### config.mk
export PLATFORM = sky130hd
export DESIGN_NAME = cmd_seq
export DESIGN_NICKNAME = d
export VERILOG_FILES = /design/src/rtl/cmd_seq.sv
export SDC_FILE = /design/constraint.sdc
export NUM_CORES = 1
export LEC_CHECK = 0
export ABC_AREA = 1
export BUFFER_PORTS_ARGS = -buffer_cell sky130_fd_sc_hd__buf_2
export CAP_MARGIN = 20
export CORE_MARGIN = 10
export CORE_UTILIZATION = 60
export DETAILED_ROUTE_END_ITERATION = 7
export PLACE_DENSITY = 0.79
export SLEW_MARGIN = 20
export SYNTH_ARGS = -nofsm -noshare
export SYNTH_HDL_FRONTEND = slang
export SYNTH_SLANG_ARGS = --single-unit
### constraint.sdc
create_clock -name clk -period 2.9 [get_ports clk]
set_input_delay 0.29 -clock clk [delete_from_list [all_inputs] [get_ports clk]]
set_output_delay 0.29 -clock clk [all_outputs]
set_load 0.01 [all_outputs]
### src/rtl/cmd_seq.sv
module cmd_seq #(
  parameter int TAG_W = 4,
  parameter int CNT_W = 6,
  parameter int QDEPTH = 4,
  parameter int BUF_N = 32,
  parameter int TIMEOUT_CYC = 64,
  parameter logic [7:0] ACK_OP = 8'h78,
  parameter int DEFER_BIT = 4
) (
  input  logic                      clk,
  input  logic                      rst_n,
  input  logic                      req_valid,
  output logic                      req_ready,
  input  logic [TAG_W-1:0]          req_tag,
  input  logic [7:0]                req_op,
  input  logic [CNT_W-1:0]          req_cnt,
  input  logic                      req_defer,
  output logic [7:0]                lut_op,
  input  logic signed [7:0]         lut_send,
  input  logic signed [7:0]         lut_reply,
  output logic [TAG_W-1:0]          dat_tag,
  output logic [CNT_W-1:0]          dat_idx,
  input  logic [7:0]                dat_byte,
  output logic                      link_go,
  output logic                      link_send,
  output logic [7:0]                link_tx,
  input  logic                      link_done,
  input  logic [7:0]                link_rx,
  input  logic                      irq_note,
  output logic                      done,
  output logic [TAG_W-1:0]          done_tag,
  output logic [7:0]                done_len,
  output logic                      done_err,
  output logic                      int_done,
  output logic [7:0]                int_len,
  output logic                      int_err,
  input  logic [$clog2(BUF_N)-1:0]  rd_addr,
  output logic [7:0]                rd_byte
);
  localparam int QW = $clog2(QDEPTH);
  localparam int TW = $clog2(TIMEOUT_CYC + 1);

  typedef enum logic [2:0] {S_IDLE, S_SEND, S_INTACK, S_READ, S_READ_INT} st_t;
  st_t st;

  logic [TAG_W-1:0] q_tag [QDEPTH];
  logic [7:0]       q_op  [QDEPTH];
  logic [CNT_W-1:0] q_cnt [QDEPTH];
  logic             q_def [QDEPTH];
  logic [QW-1:0]    wp, rp;
  logic [QW:0]      qn;

  logic [TAG_W-1:0] c_tag, ptag;
  logic [7:0]       c_op, idx, rlen;
  logic [CNT_W-1:0] c_cnt;
  logic             c_def, hdr, lenb, int_pend, parked, big;
  logic [TW-1:0]    waitc;
  logic [7:0]       rbuf [BUF_N];

  logic push, pop, hv, bad, head_def, tmo, more, wr;
  logic [7:0] rlen_n, idx_n, b0;

  assign req_ready = (qn != (QW+1)'(QDEPTH));
  assign push      = req_valid && req_ready;
  assign hv        = (qn != '0);
  assign head_def  = q_def[rp];
  assign lut_op    = (st == S_IDLE) ? q_op[rp] : c_op;
  assign bad       = !lut_send[7] && (8'(q_cnt[rp]) != 8'(lut_send) + 8'd1);
  assign pop       = (st == S_IDLE) && !int_pend && hv && (bad || !(head_def && parked));
  assign dat_tag   = c_tag;
  assign dat_idx   = idx[CNT_W-1:0];
  assign tmo       = (st != S_IDLE) && !link_done && (waitc == TW'(TIMEOUT_CYC - 1));
  assign rlen_n    = hdr ? link_rx : rlen;
  assign idx_n     = hdr ? idx : idx + 8'd1;
  assign more      = idx_n < rlen_n;
  assign wr        = (st == S_READ || st == S_READ_INT) && link_done && !hdr && (idx < 8'(BUF_N));
  assign b0        = (idx == 8'd0 && !hdr) ? link_rx : rbuf[0];
  assign rd_byte   = rbuf[rd_addr];

  always_ff @(posedge clk)
    if (wr) rbuf[idx[$clog2(BUF_N)-1:0]] <= link_rx;

  always_ff @(posedge clk) begin
    if (!rst_n) begin
      st <= S_IDLE; wp <= '0; rp <= '0; qn <= '0;
      c_tag <= '0; c_op <= '0; c_cnt <= '0; c_def <= 1'b0; ptag <= '0;
      idx <= '0; rlen <= '0; hdr <= 1'b0; lenb <= 1'b0; big <= 1'b0;
      int_pend <= 1'b0; parked <= 1'b0; waitc <= '0;
      link_go <= 1'b0; link_send <= 1'b0; link_tx <= '0;
      done <= 1'b0; done_tag <= '0; done_len <= '0; done_err <= 1'b0;
      int_done <= 1'b0; int_len <= '0; int_err <= 1'b0;
    end else begin
      link_go <= 1'b0; done <= 1'b0; int_done <= 1'b0;
      qn <= qn + (QW+1)'(push) - (QW+1)'(pop);
      if (push) begin
        q_tag[wp] <= req_tag; q_op[wp] <= req_op; q_cnt[wp] <= req_cnt; q_def[wp] <= req_defer;
        wp <= wp + 1'b1;
      end
      if (pop) rp <= rp + 1'b1;
      if (st == S_IDLE || link_done) waitc <= '0;
      else waitc <= waitc + 1'b1;

      if (tmo) begin
        st <= S_IDLE;
        if (st == S_SEND || st == S_READ) begin
          done <= 1'b1; done_tag <= c_tag; done_len <= '0; done_err <= 1'b1;
        end else begin
          int_done <= 1'b1; int_len <= '0; int_err <= 1'b1;
        end
      end else case (st)
        S_IDLE:
          if (int_pend) begin
            link_go <= 1'b1; link_send <= 1'b1; link_tx <= ACK_OP;
            int_pend <= 1'b0; st <= S_INTACK;
          end else if (pop && bad) begin
            done <= 1'b1; done_tag <= q_tag[rp]; done_len <= '0; done_err <= 1'b1;
          end else if (pop) begin
            c_tag <= q_tag[rp]; c_op <= q_op[rp]; c_cnt <= q_cnt[rp]; c_def <= head_def;
            link_go <= 1'b1; link_send <= 1'b1; link_tx <= q_op[rp];
            idx <= 8'd1; lenb <= lut_send[7]; st <= S_SEND;
          end
        S_SEND:
          if (link_done) begin
            if (lenb) begin
              link_go <= 1'b1; link_send <= 1'b1; link_tx <= 8'(c_cnt) - 8'd1; lenb <= 1'b0;
            end else if (idx < 8'(c_cnt)) begin
              link_go <= 1'b1; link_send <= 1'b1; link_tx <= dat_byte; idx <= idx + 8'd1;
            end else if (lut_reply == 8'sd0) begin
              st <= S_IDLE;
              if (c_def) begin
                parked <= 1'b1; ptag <= c_tag;
              end else begin
                done <= 1'b1; done_tag <= c_tag; done_len <= '0; done_err <= 1'b0;
              end
            end else begin
              st <= S_READ; idx <= '0; hdr <= lut_reply[7]; rlen <= lut_reply;
              link_go <= 1'b1; link_send <= 1'b0;
            end
          end
        S_INTACK:
          if (link_done) begin
            st <= S_READ_INT; idx <= '0; hdr <= 1'b1; big <= 1'b0;
            link_go <= 1'b1; link_send <= 1'b0;
          end
        default:
          if (link_done) begin
            if (hdr && link_rx > 8'(BUF_N)) big <= 1'b1;
            hdr <= 1'b0; rlen <= rlen_n; idx <= idx_n;
            if (more) begin
              link_go <= 1'b1; link_send <= 1'b0;
            end else begin
              st <= S_IDLE;
              if (st == S_READ) begin
                done <= 1'b1; done_tag <= c_tag; done_len <= idx_n; done_err <= 1'b0;
              end else begin
                int_done <= 1'b1; int_len <= idx_n;
                int_err <= hdr ? (link_rx > 8'(BUF_N)) : big;
                if (parked && idx_n != 8'd0 && b0[DEFER_BIT]) begin
                  parked <= 1'b0;
                  done <= 1'b1; done_tag <= ptag; done_len <= idx_n - 8'd1; done_err <= 1'b0;
                end
              end
            end
          end
      endcase
      if (irq_note) int_pend <= 1'b1;
    end
  end
endmodule


==> results by group <==
Synth
  – Syn avg cell area: 10.2 sq um
  – Synth Flop Type: edfxtp_1
  – Syn Std Cell Area: 0.0191 sq mm
  – Asr flop ratio synth: 0%
  – Post-Syn Nets: 1968
  – Sequential fraction of the synthesis area: 62.4%
  – Ys Warns: 0
  – Share of the synthesized area in the top cell type: 52.2%
  – Synth Instances: 1881
  – Largest cells by area after synthesis: edfxtp_1, dfxtp_1, nor2_1, o21ai_0, nand2_1
  – Area leader, netlist: edfxtp_1
  – EDFF count, synth: 332
  – Yosys cell types: 54
  – Flops & latches, synth: 429

Pwr
  – Peak supply drop: 0.000695 V
  – Power per cell area: 852 mW/mm^2
  – Tot Pwr: 18.8 mW
  – Leak pwr: 8.42 nW

Final layout
  – Nets: 2149
  – Antenna cell count: 0
  – Final instance area: 0.0220 sq mm
  – Proportion of layout cells with a drive suffix above 1: 15.7%
  – Synthesis-to-finish area growth: 15.4%
  – Layout fillers: 2273

STA
  – Fin. max-slew vios: 0
  – Setup violations, final: 0
  – Fin crit share: 96.0%
  – Worst slew pin tran: 0.718 ns
  – Post-route minimum period: 2.79 ns
  – Fmax: 359 MHz
  – Clock Skew: 0.0120 ns
  – Final Hold Fails: 0
  – Post-route setup TNS: 0 ns
  – RSZ-0062 raised after global routing: yes
  – Slew HR: 52.1%

Clock tree
  – CTS max path bufs: 3
  – Clk root buf: clkbuf_16
  – Clk sink count: 429
  – CTS tree: yes
  – CTS clk-pin slew, worst paths: 0.06 ns
  – Htree depth: 2
  – CTS buffer count: 43
  – Worst skew pair latency: 0.55 ns

GRT
  – Grt ovf: 0
  – Vias in the first global route: 14900
  – Initial antenna violation count: 1
  – First-pass GRT wire length: 82500 um
  – Total GRT Usage: 26.9%
  – Largest net degree at the start of global routing: 70

Outcome
  – Run status: complete, no violations

Critical path
  – Worst r2r src: st[2]
  – Crit path capture type: flip-flop
  – Worst Path Required: 3.15 ns
  – CP Cell Sequence: nor2_4, inv_2, nor2_4, inv_2, nand2_1, inv_2, nand2_1, inv_2, o21ai_1, nor4_4, nand2_1, nor2_1, buf_4
  – Worst-path maximum fanout: 8
  – CP top delay family: simple AND/OR/NAND/NOR gates
  – CP arrival: 3.03 ns
  – WS Path Type: flip-flop to flip-flop
  – Most frequent CP cell: inv_2
  – Setup crit start kind: flip-flop
  – CP startpoint: st[2]
  – CP bufs+invs: 5
  – Crit path max-delay cell type: nand2_1
  – CP peak stage delay: 0.44 ns

Hold path
  – Hold Path Class: input pin to flip-flop
  – HP Start: lut_send[7]

Floorplan
  – Initial Util: 60.7%
  – # IOs: 122
  – Row cnt: 65
  – Core Region: 0.0315 sq mm
  – Die Footprint: 0.0394 sq mm
  – Die height: 198 um
  – Die width: 198 um

Drt
  – Drt total wl: 53600 um
  – Via count: 15200
  – Iteration-0 DRC Markers: 1539
  – Mean number of vias per cell: 6.10
  – DRC: 0
  – First-pass detailed-route iteration total: 7
  – Final ANT Viol Nets: 0
  – Per-cell routed wire length: 21.5 um

Placed design
  – HPWL after DPL: 35300 um
  – Port-buffer cells: 121
  – Area post-placement: 0.0205 sq mm
  – Placer's final routability congestion estimate: 0.979

Flow run
  – Max-Cap Viols: 0
==> power breakdown <==
| group | total [mW] | switching [mW] | internal, mW |
|---|---|---|---|
| sequential | 7.42 | 0.297 | 7.12 |
| combinational | 6.11 | 4.13 | 1.99 |
| clock | 5.26 | 2.30 | 2.96 |
==> synth_stat cells (3+ instances only) <==
| cell | number |
|---|---|
| clkbuf_1 | 66 |
| a32o_1 | 4 |
| nor2_4 | 5 |
| a221oi_1 | 4 |
| nand2_1 | 283 |
| a21oi_1 | 74 |
| nor3_1 | 8 |
| inv_1 | 119 |
| nor2_2 | 6 |
| buf_6 | 4 |
| xnor2_1 | 3 |
| o22a_1 | 6 |
| o21bai_1 | 5 |
| a31oi_1 | 9 |
| o221ai_1 | 55 |
| nand3_1 | 98 |
| o22ai_1 | 16 |
| buf_2 | 14 |
| inv_2 | 15 |
| o21ai_0 | 220 |
| ha_1 | 25 |
| dfxtp_1 | 97 |
| nand2_2 | 5 |
| nand4_1 | 19 |
| nand3_2 | 3 |
| xor2_1 | 7 |
| clkinv_1 | 3 |
| a32oi_1 | 8 |
| o21ai_2 | 3 |
| edfxtp_1 | 332 |
| nor2_1 | 303 |
| mux2i_1 | 4 |
| buf_4 | 14 |
| nand2_4 | 4 |
| o21ai_1 | 12 |
| a211oi_1 | 6 |
==> path summary, 6_finish.rpt <==
| check | endpoint | slack [ns] | depth (start not counted) |
|---|---|---|---|
| setup / recovery | rbuf[19][7] | 0.11 | 13 |
| hold / removal | lenb | 0.05 | 3 |
| setup reg to reg | rbuf[19][7] | 0.11 | 13 |
| hold reg to reg | ptag[2] | 0.44 | 2 |
==> routing by layer <==
layer	vias to the layer above	track usage (%)	share of wire [%]
li1	6980	-	-
met1	7319	33.5	38
met2	793	45.3	49
met3	130	6.29	9.7
met4	0	8.93	2.9
met5	-	0	0
==> cell usage in the layout, fill, tap and decap left out, types with 4 or more instances in the layout <==
master / synthesis / final
a211oi_1: 6 / 6
xor2_1: 7 / 7
mux2i_1: 4 / 4
ha_1: 25 / 25
a221oi_1: 4 / 4
clkinv_2: 0 / 7
a32o_1: 4 / 4
o221ai_1: 55 / 55
edfxtp_1: 332 / 332
clkinv_1: 3 / 14
nand2_4: 4 / 4
buf_12: 0 / 5
nand2_2: 5 / 6
nand3_1: 98 / 98
a31oi_1: 9 / 9
dfxtp_1: 97 / 95
o21bai_1: 5 / 5
nand2_1: 283 / 282
a21oi_1: 74 / 74
nor3_1: 8 / 8
nor2_1: 303 / 303
buf_4: 14 / 87
buf_2: 14 / 120
dlygate4sd3_1: 0 / 20
o21ai_1: 12 / 12
nor2_4: 5 / 5
clkbuf_16: 0 / 44
nand4_1: 19 / 19
nor2_2: 6 / 7
clkbuf_1: 66 / 8
o21ai_0: 220 / 220
inv_2: 15 / 15
o22a_1: 6 / 6
o22ai_1: 16 / 16
a32oi_1: 8 / 8
inv_1: 119 / 117
==> registers in the layout, indices dropped and copies added, names as in the netlist, 2 cells and up, named ones only <==
name and flops:
rlen 8, done_tag 4, int_len 8, dat_tag 4, q_cnt 24, q_def 4, qn 3, wp 2
idx 8, done_len 8, ptag 4, rbuf 256, q_tag 16, rp 2, st 3, q_op 32
link_tx 8, waitc 7, c_op 8, c_cnt 6
==> through the flow <==
stage          utilization, %  hold WS, ns  worst slack, ns  instances
6_report                 70.1       0.0505            0.115       2496
3_3_place_gp             65.0        0.429            0.188       2396
2_1_floorplan               -        0.389            0.404       1881
3_5_place_dp             65.0        0.438            0.122       2396
5_1_grt                  70.1       0.0617          -0.0594       2496
4_1_cts                  69.8       0.0339           0.0380       2493
==> cell families after synthesis <==
family / after synthesis / share of synthesized area, %
AND/OR/NAND/NOR: 745 / 16.7
AO/OA/AOI/OAI: 430 / 13.3
flip-flops: 429 / 62.4
buffers and inverters: 237 / 5.18
adder cells (fa/ha/maj): 26 / 1.74
XOR/XNOR: 10 / 0.459
multiplexers: 4 / 0.210
==> worst register-to-register path: cells and delay by family, from the launching register on <==
| family | cells | cell delay [ns] |
|---|---|---|
| simple gates | 7 | 1.35 |
| buf+inv | 5 | 0.58 |
| flops | 1 | 0.43 |
| compound gates | 1 | 0.14 |
==> timing repair <==
action	CTS	global route
endpoints found under the hold margin	77	0
resized for setup	0	12
setup buffers	0	1
hold buffers	20	0
setup endpoints to repair	0	67
==> cell type report <==
| class | count | area (sq um) | area share [%] |
|---|---|---|---|
| inverter | 137 | 520 | 2.36 |
| multi-input combinational | 1216 | 6210 | 28.2 |
| timing repair inverter | 1 | 5.00 | 0.0227 |
| clock buffer | 52 | 1130 | 5.13 |
| clock inverter | 25 | 185 | 0.840 |
| sequential | 429 | 11900 | 54.0 |
| timing repair buffer | 234 | 1580 | 7.17 |
| tap | 402 | 503 | 2.28 |
(Power assumes the default switching activity.)
